--- config.mk ---
export PLATFORM = sky130hd
export DESIGN_NAME = nan_propagator
export DESIGN_NICKNAME = d
export VERILOG_FILES = /design/src/rtl/nanp_pkg.sv /design/src/rtl/nanp_classify.sv /design/src/rtl/nanp_datapath.sv /design/src/rtl/nanp_control.sv /design/src/rtl/nan_propagator.sv
export SDC_FILE = /design/constraint.sdc
export NUM_CORES = 1
export LEC_CHECK = 0
export ABC_AREA = 0
export BUFFER_PORTS_ARGS = -buffer_cell sky130_fd_sc_hd__buf_2
export CORE_MARGIN = 2
export CORE_UTILIZATION = 51
export DETAILED_ROUTE_END_ITERATION = 10
export PLACE_DENSITY = 0.84
export SLEW_MARGIN = 20
export SYNTH_ARGS = -nofsm -noshare
export SYNTH_HDL_FRONTEND = slang
export SYNTH_SLANG_ARGS = --single-unit
export TNS_END_PERCENT = 100
--- constraint.sdc ---
create_clock -name clk -period 3.3 [get_ports clk]
set_input_delay 0.33 -clock clk [delete_from_list [all_inputs] [get_ports clk]]
set_output_delay 0.33 -clock clk [all_outputs]
set_load 0.01 [all_outputs]
--- src/rtl/nanp_pkg.sv ---
package nanp_pkg;
  typedef enum logic [1:0] {
    PICK_ORDERED = 2'd0,
    PICK_FIRST   = 2'd1,
    PICK_LARGER  = 2'd2,
    PICK_ALIAS   = 2'd3
  } pickPolicy_e;

  typedef struct packed {
    logic isQuiet;
    logic isSignal;
  } nanKind_t;

  typedef struct packed {
    logic capture;
    logic raiseFlag;
    logic dropFlag;
  } ctrlStrobe_t;
endpackage

--- src/rtl/nanp_classify.sv ---
module nanp_classify #(
  parameter int EXP_W  = 8,
  parameter int FRAC_W = 23
) (
  input  logic [EXP_W+FRAC_W:0] word,
  input  logic                  sigBitOne,
  output nanp_pkg::nanKind_t    kind
);
  localparam int WORD_W = 1 + EXP_W + FRAC_W;
  localparam int QBIT   = FRAC_W - 1;

  logic expOnes, qBit, lowAny, normQuiet, normSig;

  always_comb begin
    expOnes   = &word[WORD_W-2 -: EXP_W];
    qBit      = word[QBIT];
    lowAny    = |word[QBIT-1:0];
    normQuiet = expOnes & qBit;
    normSig   = expOnes & ~qBit & lowAny;
    kind.isQuiet  = sigBitOne ? normSig : normQuiet;
    kind.isSignal = sigBitOne ? normQuiet : normSig;
  end
endmodule

--- src/rtl/nanp_datapath.sv ---
module nanp_datapath #(
  parameter int EXP_W   = 8,
  parameter int FRAC_W  = 23,
  parameter bit REG_OUT = 1'b1
) (
  input  logic                    clk,
  input  logic                    rst_n,
  input  logic [EXP_W+FRAC_W:0]   opA,
  input  logic [EXP_W+FRAC_W:0]   opB,
  input  logic [1:0]              policy,
  input  logic                    sigBitOne,
  input  logic                    defaultMode,
  input  nanp_pkg::ctrlStrobe_t   strobe,
  output logic                    anySignal,
  output logic [EXP_W+FRAC_W:0]   result
);
  import nanp_pkg::*;

  localparam int WORD_W = 1 + EXP_W + FRAC_W;
  localparam int QBIT   = FRAC_W - 1;
  localparam logic [WORD_W-1:0] DFLT_NORM = {1'b0, {EXP_W{1'b1}}, 1'b1, {QBIT{1'b0}}};
  localparam logic [WORD_W-1:0] DFLT_INV  = {1'b0, {EXP_W{1'b1}}, 1'b0, {QBIT{1'b1}}};
  localparam logic [WORD_W-1:0] QUIET_SET = {{(WORD_W-QBIT-1){1'b0}}, 1'b1, {QBIT{1'b0}}};

  nanKind_t kindA, kindB, chosenKind;
  logic [WORD_W-2:0] magA, magB;
  logic aLarger, aNan, bNan, pickB;
  logic [WORD_W-1:0] chosen, dfltNan, nextResult;

  nanp_classify #(.EXP_W(EXP_W), .FRAC_W(FRAC_W)) u_classA (
    .word(opA), .sigBitOne(sigBitOne), .kind(kindA));
  nanp_classify #(.EXP_W(EXP_W), .FRAC_W(FRAC_W)) u_classB (
    .word(opB), .sigBitOne(sigBitOne), .kind(kindB));

  always_comb begin
    magA    = opA[WORD_W-2:0];
    magB    = opB[WORD_W-2:0];
    aLarger = (magA > magB) | ((magA == magB) & (opA < opB));
    aNan    = kindA.isQuiet | kindA.isSignal;
    bNan    = kindB.isQuiet | kindB.isSignal;
    case (pickPolicy_e'(policy))
      PICK_FIRST: pickB = ~aNan;
      PICK_LARGER: begin
        if (kindA.isSignal) begin
          pickB = kindB.isSignal ? ~aLarger : kindB.isQuiet;
        end else if (kindA.isQuiet) begin
          pickB = (kindB.isQuiet & ~kindB.isSignal) ? ~aLarger : 1'b0;
        end else begin
          pickB = 1'b1;
        end
      end
      default: begin
        if (kindA.isSignal)      pickB = 1'b0;
        else if (kindB.isSignal) pickB = 1'b1;
        else                     pickB = ~kindA.isQuiet;
      end
    endcase
    chosen     = pickB ? opB : opA;
    chosenKind = pickB ? kindB : kindA;
    dfltNan    = sigBitOne ? DFLT_INV : DFLT_NORM;
    if (defaultMode)              nextResult = dfltNan;
    else if (!chosenKind.isSignal) nextResult = chosen;
    else if (sigBitOne)           nextResult = dfltNan;
    else                          nextResult = chosen | QUIET_SET;
    anySignal = kindA.isSignal | kindB.isSignal;
  end

  generate
    if (REG_OUT) begin : g_reg
      logic [WORD_W-1:0] resultQ;
      always_ff @(posedge clk) begin
        if (!rst_n)              resultQ <= '0;
        else if (strobe.capture) resultQ <= nextResult;
      end
      assign result = resultQ;
    end else begin : g_comb
      assign result = nextResult;
    end
  endgenerate
endmodule

--- src/rtl/nanp_control.sv ---
module nanp_control #(
  parameter bit REG_OUT = 1'b1
) (
  input  logic                  clk,
  input  logic                  rst_n,
  input  logic                  inValid,
  input  logic                  flagClear,
  input  logic                  anySignal,
  output nanp_pkg::ctrlStrobe_t strobe,
  output logic                  outValid,
  output logic                  invalidFlag
);
  logic flagQ;

  always_comb begin
    strobe.capture   = inValid;
    strobe.raiseFlag = inValid & anySignal;
    strobe.dropFlag  = flagClear;
  end

  always_ff @(posedge clk) begin
    if (!rst_n)                flagQ <= 1'b0;
    else if (strobe.raiseFlag) flagQ <= 1'b1;
    else if (strobe.dropFlag)  flagQ <= 1'b0;
  end
  assign invalidFlag = flagQ;

  generate
    if (REG_OUT) begin : g_reg
      logic validQ;
      always_ff @(posedge clk) begin
        if (!rst_n) validQ <= 1'b0;
        else        validQ <= inValid;
      end
      assign outValid = validQ;
    end else begin : g_comb
      assign outValid = inValid;
    end
  endgenerate
endmodule

--- src/rtl/nan_propagator.sv ---
module nan_propagator #(
  parameter int EXP_W   = 8,
  parameter int FRAC_W  = 23,
  parameter bit REG_OUT = 1'b1
) (
  input  logic        clk,
  input  logic        rst_n,
  input  logic        inValid,
  input  logic [31:0] opA,
  input  logic [31:0] opB,
  input  logic [1:0]  policy,
  input  logic        sigBitOne,
  input  logic        defaultMode,
  input  logic        flagClear,
  output logic        outValid,
  output logic [31:0] result,
  output logic        invalidFlag
);
  nanp_pkg::ctrlStrobe_t strobe;
  logic anySignal;

  nanp_control #(.REG_OUT(REG_OUT)) u_ctrl (
    .clk(clk), .rst_n(rst_n), .inValid(inValid), .flagClear(flagClear),
    .anySignal(anySignal), .strobe(strobe), .outValid(outValid),
    .invalidFlag(invalidFlag));

  nanp_datapath #(.EXP_W(EXP_W), .FRAC_W(FRAC_W), .REG_OUT(REG_OUT)) u_dp (
    .clk(clk), .rst_n(rst_n), .opA(opA), .opB(opB), .policy(policy),
    .sigBitOne(sigBitOne), .defaultMode(defaultMode), .strobe(strobe),
    .anySignal(anySignal), .result(result));
endmodule

==> results of run 1 <==
critical path, stage by stage:
cell	delay (ps)
buf_2	110
inv_1	60
ha_1	340
and3_1	200
and3_4	180
a221oi_2	290
o21ai_1	120
o21ba_1	180
or4_4	520
a211oi_2	350
nand2_1	240
a32o_1	270
final timing paths:
| kind | startpoint | end |
|---|---|---|
| worst max register to register | u_dp.result[0]$_SDFFE_PN0P_ | u_dp.result[0]$_SDFFE_PN0P_ |
| worst max-delay path | opB[5] | u_dp.result[31]$_SDFFE_PN0P_ |
| worst min register to register | u_dp.result[9]$_SDFFE_PN0P_ | u_dp.result[9]$_SDFFE_PN0P_ |
| worst min-delay path | flagClear | u_ctrl.invalidFlag$_SDFFE_PN0P_ |
power by group through the flow:
stage	logic [W]	clock network [W]	registers [W]
finish	0.000435	0.000322	0.000455
global route	0.000483	0.000343	0.000458
CTS	0.000429	0.000334	0.000455
detailed placement	0.000426	0	0.000464
global placement	0.000416	0	0.000463
floorplan	0.000251	0	0.000479
stage by stage:
| stage | cell area [um2] | hold WS, ps | instances | power [W] | setup slack, ps |
|---|---|---|---|---|---|
| 2_1_floorplan | 3110 | 482 | 437 | 0.000730 | 353 |
| 3_3_place_gp | 3740 | 463 | 607 | 0.000879 | 138 |
| 3_5_place_dp | 3740 | 468 | 607 | 0.000890 | 54.0 |
| 4_1_cts | 3830 | 311 | 615 | 0.00122 | 356 |
| 5_1_grt | 3830 | 324 | 615 | 0.00128 | 95.0 |
| 6_report | 3830 | 318 | 615 | 0.00121 | 303 |
cell usage after synthesis (5+ instances only):
master / number / area (um2)
a21o_1: 5 / 37.5
a21oi_1: 38 / 190
a31oi_1: 15 / 93.8
buf_2: 7 / 35.0
clkbuf_1: 13 / 48.8
dfxtp_1: 34 / 681
ha_1: 34 / 425
inv_1: 53 / 199
nand2_1: 48 / 180
nand3_1: 7 / 35.0
nand4_1: 12 / 75.1
nor2_1: 19 / 71.3
nor3_1: 30 / 150
nor4_1: 11 / 68.8
o211ai_1: 16 / 120
o21ai_0: 36 / 180
final cells by class:
class | instances | area, um2 | share of cell area
well taps | 75 | 93.8 | 0.0245
clock inverters | 1 | 5.00 | 0.00131
flip-flops and latches | 34 | 681 | 0.178
inverters | 53 | 199 | 0.0519
multi-input cells | 330 | 2160 | 0.562
repair buffers | 115 | 613 | 0.160
clock buffers | 7 | 86.3 | 0.0225
sequential cells by signal, indices dropped and copies added, names as in the netlist:
signal and count:
u_ctrl.outValid 1, u_dp.result 32, u_ctrl.invalidFlag 1
layer usage:
metal | vias to the layer above | part of all wire
met5 | - | 0
met1 | 1656 | 0.42
li1 | 1809 | -
met4 | 0 | 0.029
met2 | 204 | 0.46
met3 | 35 | 0.094
cells by family (layout without fill, tap and decap cells):
kind of cell               count (synthesis)  in the layout
AOI/OAI and AO/OA                        143            143
xor gates and xnor gates                   2              2
adders and majority gates                 34             34
buffers and inverters                     73            176
DFF                                       34             34
and+or+nand+nor                          151            151
==> flow_summary.json, run 1 <==
{
  "die_y_um": 82.1,
  "rrSetupSlack_ps": 2370,
  "hold_buffers": 0,
  "wirelength_mm": 9.39,
  "post_cts_resized": 0,
  "intPower_w": 0.000789,
  "synth_top_family_by_area": "compound AO/OA/AOI/OAI gates",
  "cts_tree": "done",
  "synth-edff-count": 0,
  "cts_made_buffers": 5,
  "first_global_vias": 3399,
  "gp_congestion": 0.976,
  "grt_max_degree": 24,
  "fillCellCount": 540,
  "vias": 3704,
  "path_max_fanout": 7,
  "slew_headroom": 0.593,
  "diodes": 0,
  "p_per_area_nw_per_um2": 316,
  "cp-end-kind": "register",
  "ys_seq_area_frac": 0.219,
  "grt_overflow_total": 0,
  "critPathKind": "primary input to register",
  "port_buffers": 105,
  "finalSetupViolations": 0,
  "drive_gt1_frac": 0.254,
  "r2r_cells": 4,
  "finalHoldViolations": 0,
  "final_cell_mix": "buf_2, inv_1, nand2_1, a21oi_1, o21ai_0",
  "p_sw_w": 0.000423,
  "cts_sinks": 34,
  "grt_use_total": 0.283,
  "area_growth_pct": 23.2,
  "ys_async_sr_fraction": 0,
  "drc": 0,
  "synthesis.instances": 437,
  "rsz0062_at_grt": "no",
  "nets": 645,
  "maxSlewViolCount": 0,
  "ys_types": 55,
  "synthFlopType": "dfxtp_1",
  "synth_warnings": 0,
  "synth_mux_area_frac": 0,
  "core_um2": 5920,
  "fp-row-count": 28,
  "leakagePower_nw": 1.84,
  "fmax_ghz": 0.334,
  "cp-start-kind": "primary input",
  "synth-simple-area-share": 0.252,
  "busiest_layer": "met2",
  "syn-num-nets": 543,
  "peakVddDrop_uv": 200,
  "synth-compound-area-share": 0.296,
  "yosys.area_share.xor_xnor": 0.00563,
  "dp_hpwl_mm": 7.36,
  "setup_tns_ps": 0,
  "hold_depth": 3,
  "use_met1": 0.345,
  "clk_latency_ps": 290,
  "dr.pass1.iters": 5,
  "final_common_cell": "buf_2",
  "die-width_um": 82.1,
  "start_util": 0.526,
  "ys_ff_latch": 34,
  "die_area_um2": 6740,
  "skew_ps": 0,
  "syn_avg_cell_area_um2": 7.12,
  "clock_path_buffers": 2,
  "clockPowerShare": 0.266,
  "hold_class": "primary input to register",
  "root_buffer": "clkbuf_8",
  "synth_area_um2": 3110,
  "synthAdderAreaFrac": 0.137,
  "outcome": "finished, final reports clean",
  "detail_route.vias_per_cell": 6.02,
  "drtIter0Drc": 212,
  "sequentialPowerShare": 0.375,
  "final_core_util": 0.648,
  "ioPinCount": 106,
  "grt_use_met2": 0.479,
  "antenna_left": 0,
  "swShare": 0.349,
  "antenna_found_initial": 0,
  "htreeDepth": 2,
  "drv_cap": 0,
  "fin_crit_sh": 0.908,
  "cp.required_ps": 3490,
  "wl_per_cell_um": 15.3,
  "post_cts_buffers": 0,
  "worst_slew_pin_slew_ps": 608,
  "gr-usage-met3": 0.0630,
  "arrival_ps": 3180,
  "p_comb_frac": 0.359,
  "clkTransAtPathRegs_ps": 70,
  "grt_pass1_wl_mm": 15.0,
  "period_needed_ps": 3000
}
No activity file was read; power rests on OpenSTA's default activity.
==> inputs of run 2 (changes only) <==
Settings changed: BUFFER_PORTS_ARGS -buffer_cell sky130_fd_sc_hd__buf_2 to -buffer_cell sky130_fd_sc_hd__buf_4, CORE_UTILIZATION 51 to 31, PLACE_DENSITY 0.84 to 0.57.
==> flow_summary.json, run 2 (synthesized netlist as in run 1, its figures left out) <==
{
  "core_um2": 9770,
  "cts_tree": "done",
  "leakagePower_nw": 1.91,
  "antenna_left": 0,
  "post_cts_resized": 0,
  "cp.required_ps": 3490,
  "drv_cap": 0,
  "drtIter0Drc": 257,
  "die-width_um": 104,
  "wirelength_mm": 10.5,
  "diodes": 0,
  "htreeDepth": 2,
  "period_needed_ps": 2980,
  "clk_latency_ps": 290,
  "p_per_area_nw_per_um2": 304,
  "cts_made_buffers": 5,
  "cp_num_buf_inv": 1,
  "worst_slew_pin_slew_ps": 661,
  "fin_cells": 674,
  "stdcell_area_um2": 4180,
  "dp_cells": 666,
  "dr.pass1.iters": 4,
  "cpPeakStageDelay_ps": 530,
  "die_y_um": 104,
  "crit_path_top_delay_cell": "or4_4",
  "area_growth_pct": 34.2,
  "nets": 646,
  "dp_hpwl_mm": 8.38,
  "post_cts_buffers": 0,
  "start_util": 0.318,
  "final_cell_mix": "buf_4, inv_1, nand2_1, a21oi_1, o21ai_0",
  "grt_max_degree": 24,
  "grt_use_total": 0.200,
  "ioPinCount": 106,
  "cp-start-kind": "primary input",
  "clkTransAtPathRegs_ps": 70,
  "fin_crit_sh": 0.903,
  "path_max_fanout": 4,
  "drc": 0,
  "root_buffer": "clkbuf_8",
  "fmax_ghz": 0.336,
  "largest_reg_flops": 32,
  "crit_family": "compound AO/OA/AOI/OAI gates",
  "detailed_place.area_um2": 4090,
  "vias": 3572,
  "antenna_found_initial": 0,
  "first_global_vias": 3674,
  "arrival_ps": 3170,
  "finalSetupViolations": 0,
  "gp_congestion": 0.926,
  "hold_class": "primary input to register",
  "drive_gt1_frac": 0.255,
  "clock_path_buffers": 2,
  "maxSlewViolCount": 0,
  "fp-row-count": 36,
  "skew_ps": 0,
  "hold_buffers": 0,
  "detail_route.vias_per_cell": 5.30,
  "finalPower_w": 0.00127,
  "finalHoldViolations": 0,
  "wl_per_cell_um": 15.6,
  "path_cells": "buf_4, ha_1, a2111oi_2, o21ai_0, o22ai_1, nor2_1, o21ba_1, or4_4, a31o_1, a2111o_1, a32o_1",
  "grt_overflow_total": 0,
  "setup_tns_ps": 0,
  "rsz0062_at_grt": "no",
  "port_buffers": 105,
  "cp-end-kind": "register",
  "cts_sinks": 34,
  "holdWs_ps": 310,
  "grt_pass1_wl_mm": 17.9,
  "outcome": "finished, final reports clean",
  "critPathKind": "primary input to register",
  "die_area_um2": 10900,
  "rrSetupSlack_ps": 2380,
  "final_common_cell": "buf_4",
  "slew_headroom": 0.559,
  "peakVddDrop_uv": 120
}
## run 2: cell types whose count changed in the layout (fill, tap and decap cells not counted)
cell | before | now
buf_2 | 105 | 0
buf_4 | 9 | 115
## run 2: path summary, 6_finish.rpt
| kind | to | from | depth (start not counted) |
|---|---|---|---|
| min reg2reg | u_dp.result[31]$_SDFFE_PN0P_ | u_dp.result[31]$_SDFFE_PN0P_ | 1 |
| max reg2reg | u_dp.result[0]$_SDFFE_PN0P_ | u_dp.result[0]$_SDFFE_PN0P_ | 4 |
| max | u_dp.result[22]$_SDFFE_PN0P_ | opA[19] | 11 |
| min | u_ctrl.invalidFlag$_SDFFE_PN0P_ | flagClear | 3 |
## run 2: cell type report
cell class / count / area (um2)
fill: 1029 / 5600
multi-input combinational: 330 / 2160
timing repair buffer: 116 / 883
sequential: 34 / 681
inverter: 53 / 199
tap: 133 / 166
clock buffer: 7 / 86.3
clock inverter: 1 / 5.00
## run 2: per-stage QoR
step	worst slack, ps	utilization
4_1_cts	361	0.427
3_5_place_dp	96.8	0.418
2_1_floorplan	353	-
5_1_grt	106	0.427
6_report	320	0.427
3_3_place_gp	103	0.418
## run 2: power by group
part	total [W]	switching (W)	internal [W]
Combinational	0.000478	0.000258	0.000220
Clock	0.000335	0.000167	0.000169
Sequential	0.000457	0.0000163	0.000441
## run 2: worst reg2reg max path, stage by stage (launching register included)
cell	delay (ps)
dfxtp_1	350
inv_1	40
o21ai_0	180
o21ai_0	110
a41oi_1	160
## run 2: layer usage
layer,part of all wire,GRT usage,up-vias
met5,0,0,-
met4,0.015,0.0473,0
met3,0.070,0.0445,15
met2,0.45,0.325,132
met1,0.47,0.268,1622
li1,-,-,1803
==> inputs of run 3 (changes only) <==
Settings changed: CORE_ASPECT_RATIO set to 1.4, TNS_END_PERCENT 100 to 30.
Clock period 3.3 ns to 3.05 ns, I/O delays scaled along.
==> flow_summary.json, run 3 (synthesized netlist as in run 1, its figures left out) <==
{
  "outcome": "finished, final reports clean",
  "multi_input_area_um2": 2180,
  "regToRegEndpoint": "u_dp.result[0]$_SDFFE_PN0P_",
  "p_per_area_nw_per_um2": 346,
  "path_max_fanout": 3,
  "die_y_um": 123,
  "fin_cells": 722,
  "port_buffers": 105,
  "grt_max_degree": 23,
  "holdWs_ps": 310,
  "hold_depth": 3,
  "worstHoldEndpoint": "u_dp.result[26]$_SDFFE_PN0P_",
  "core_um2": 9850,
  "gp_congestion": 0.897,
  "root_buffer": "clkbuf_16",
  "leakagePower_nw": 2.16,
  "ioPinCount": 106,
  "wl_per_cell_um": 15.3,
  "drive_gt1_frac": 0.320,
  "antenna_left": 0,
  "diodes": 0,
  "skew_ps": 0,
  "die-width_um": 88.7,
  "period_needed_ps": 2910,
  "r2r_cells": 4,
  "rrSetupSlack_ps": 2120,
  "cpPeakStageDelay_ps": 570,
  "met1_length_mm": 4.53,
  "fin_crit_sh": 0.953,
  "drc": 0,
  "vias": 3731,
  "fmax_ghz": 0.344,
  "routed.top_layer": "met4",
  "crit_path_top_delay_cell": "or4_4",
  "area_growth_pct": 47.8,
  "hold_class": "primary input to register",
  "hp-start": "opA[26]",
  "cp-end-kind": "register",
  "cts_tree": "done",
  "grt_overflow_total": 0,
  "setup_tns_ps": 0,
  "dp_hpwl_mm": 9.16,
  "dr.pass1.iters": 5,
  "intPower_w": 0.00109,
  "wl_met2_mm": 5.83,
  "clockPowerShare": 0.326,
  "cpMostUsedCell": "buf_4",
  "antenna_found_initial": 0,
  "wl_met3_um": 487,
  "detail_route.vias_per_cell": 5.17,
  "fillCellCount": 1032,
  "pre_cts_ws_ps": -153,
  "clkTransAtPathRegs_ps": 60,
  "critPathKind": "primary input to register",
  "die_area_um2": 10900,
  "drtIter0Drc": 135,
  "arrival_ps": 3090,
  "fp-row-count": 43,
  "cp-start-kind": "primary input",
  "crit_family": "compound AO/OA/AOI/OAI gates",
  "finalSetupViolations": 0,
  "r2r-start": "u_dp.result[0]$_SDFFE_PN0P_",
  "htreeDepth": 2,
  "worst_slew_pin_slew_ps": 855,
  "cts_made_buffers": 5,
  "slew_headroom": 0.427,
  "startpoint": "opB[14]",
  "swShare": 0.317,
  "grt_use_total": 0.207,
  "post_cts_buffers": 0,
  "final_common_cell": "buf_4",
  "dp_cells": 714,
  "cp_num_buf_inv": 3,
  "cts_sinks": 34,
  "maxSlewViolCount": 0,
  "p_comb_frac": 0.363,
  "cp.required_ps": 3230,
  "final_cell_mix": "buf_4, inv_1, nand2_1, a21oi_1, o21ai_0",
  "drv_cap": 0,
  "peakVddDrop_uv": 195,
  "finalHoldViolations": 0,
  "nets": 692,
  "rsz0062_at_grt": "yes",
  "p_sw_w": 0.000505,
  "clock_path_buffers": 2,
  "layout_setup_ws_ps": 142,
  "seq_area_um2": 681,
  "clk_latency_ps": 280,
  "sequentialPowerShare": 0.312,
  "grt_pass1_wl_mm": 17.7,
  "largest_reg_flops": 32,
  "wirelength_mm": 11.1,
  "path_cells": "buf_4, inv_1, ha_1, nand3_1, buf_4, nor2_1, o311ai_0, a21oi_1, nor3_2, or4_4, a31o_1, a2111o_1, a32o_1",
  "first_global_vias": 3819,
  "start_util": 0.316
}
==> run 3: cell types whose count changed in the layout (fill, tap and decap cells not counted), sizes merged <==
cell | before | now
buf | 116 | 162
==> run 3: repair_timing <==
action,CTS,global route
setup endpoints to repair,0,19
gates resized for setup,0,4
hold buffers,0,0
==> run 3: power groups by stage <==
stage	combinational [W]	clock [W]	sequential [W]
floorplan	0.000272	0	0.000518
global placement	0.000567	0	0.000505
detailed placement	0.000572	0	0.000505
CTS	0.000575	0.000538	0.000496
global route	0.000636	0.000552	0.000499
finish	0.000577	0.000518	0.000496
==> run 3: final cells by class <==
class	instances	area share
clock buffers	7	0.0310
multi-input cells	330	0.473
well taps	135	0.0367
flip-flops and latches	34	0.148
repair buffers	162	0.267
inverters	53	0.0432
clock inverters	1	0.00109
==> run 3: per-stage QoR <==
stage / area (um2) / total power [W] / utilization
after global placement: 4440 / 0.00107 / 0.451
after global routing: 4600 / 0.00169 / 0.467
final: 4600 / 0.00159 / 0.467
after CTS: 4580 / 0.00161 / 0.465
after detailed placement: 4440 / 0.00108 / 0.451
after floorplan: 3110 / 0.000789 / -
==> run 3: worst max path at each step <==
stage / to / slack, ps / cells past startpoint
6_report: u_dp.result[22]$_SDFFE_PN0P_ / 140 / 13
4_1_cts: u_dp.result[0]$_SDFFE_PN0P_ / 140 / 14
2_1_floorplan: u_dp.result[22]$_SDFFE_PN0P_ / 130 / 11
3_5_place_dp: u_dp.result[0]$_SDFFE_PN0P_ / -150 / 14
5_1_grt: u_dp.result[22]$_SDFFE_PN0P_ / -70 / 13
3_3_place_gp: u_dp.result[0]$_SDFFE_PN0P_ / -120 / 15
==> run 3: layer usage <==
layer	track usage	up-vias
li1	-	1898
met1	0.234	1715
met2	0.374	104
met3	0.0330	14
met4	0.0890	0
met5	0	-
==> run 3: worst min-delay path, stage by stage <==
cell and delay [ps]:
buf_4 120, nand2_1 50, a31oi_1 70
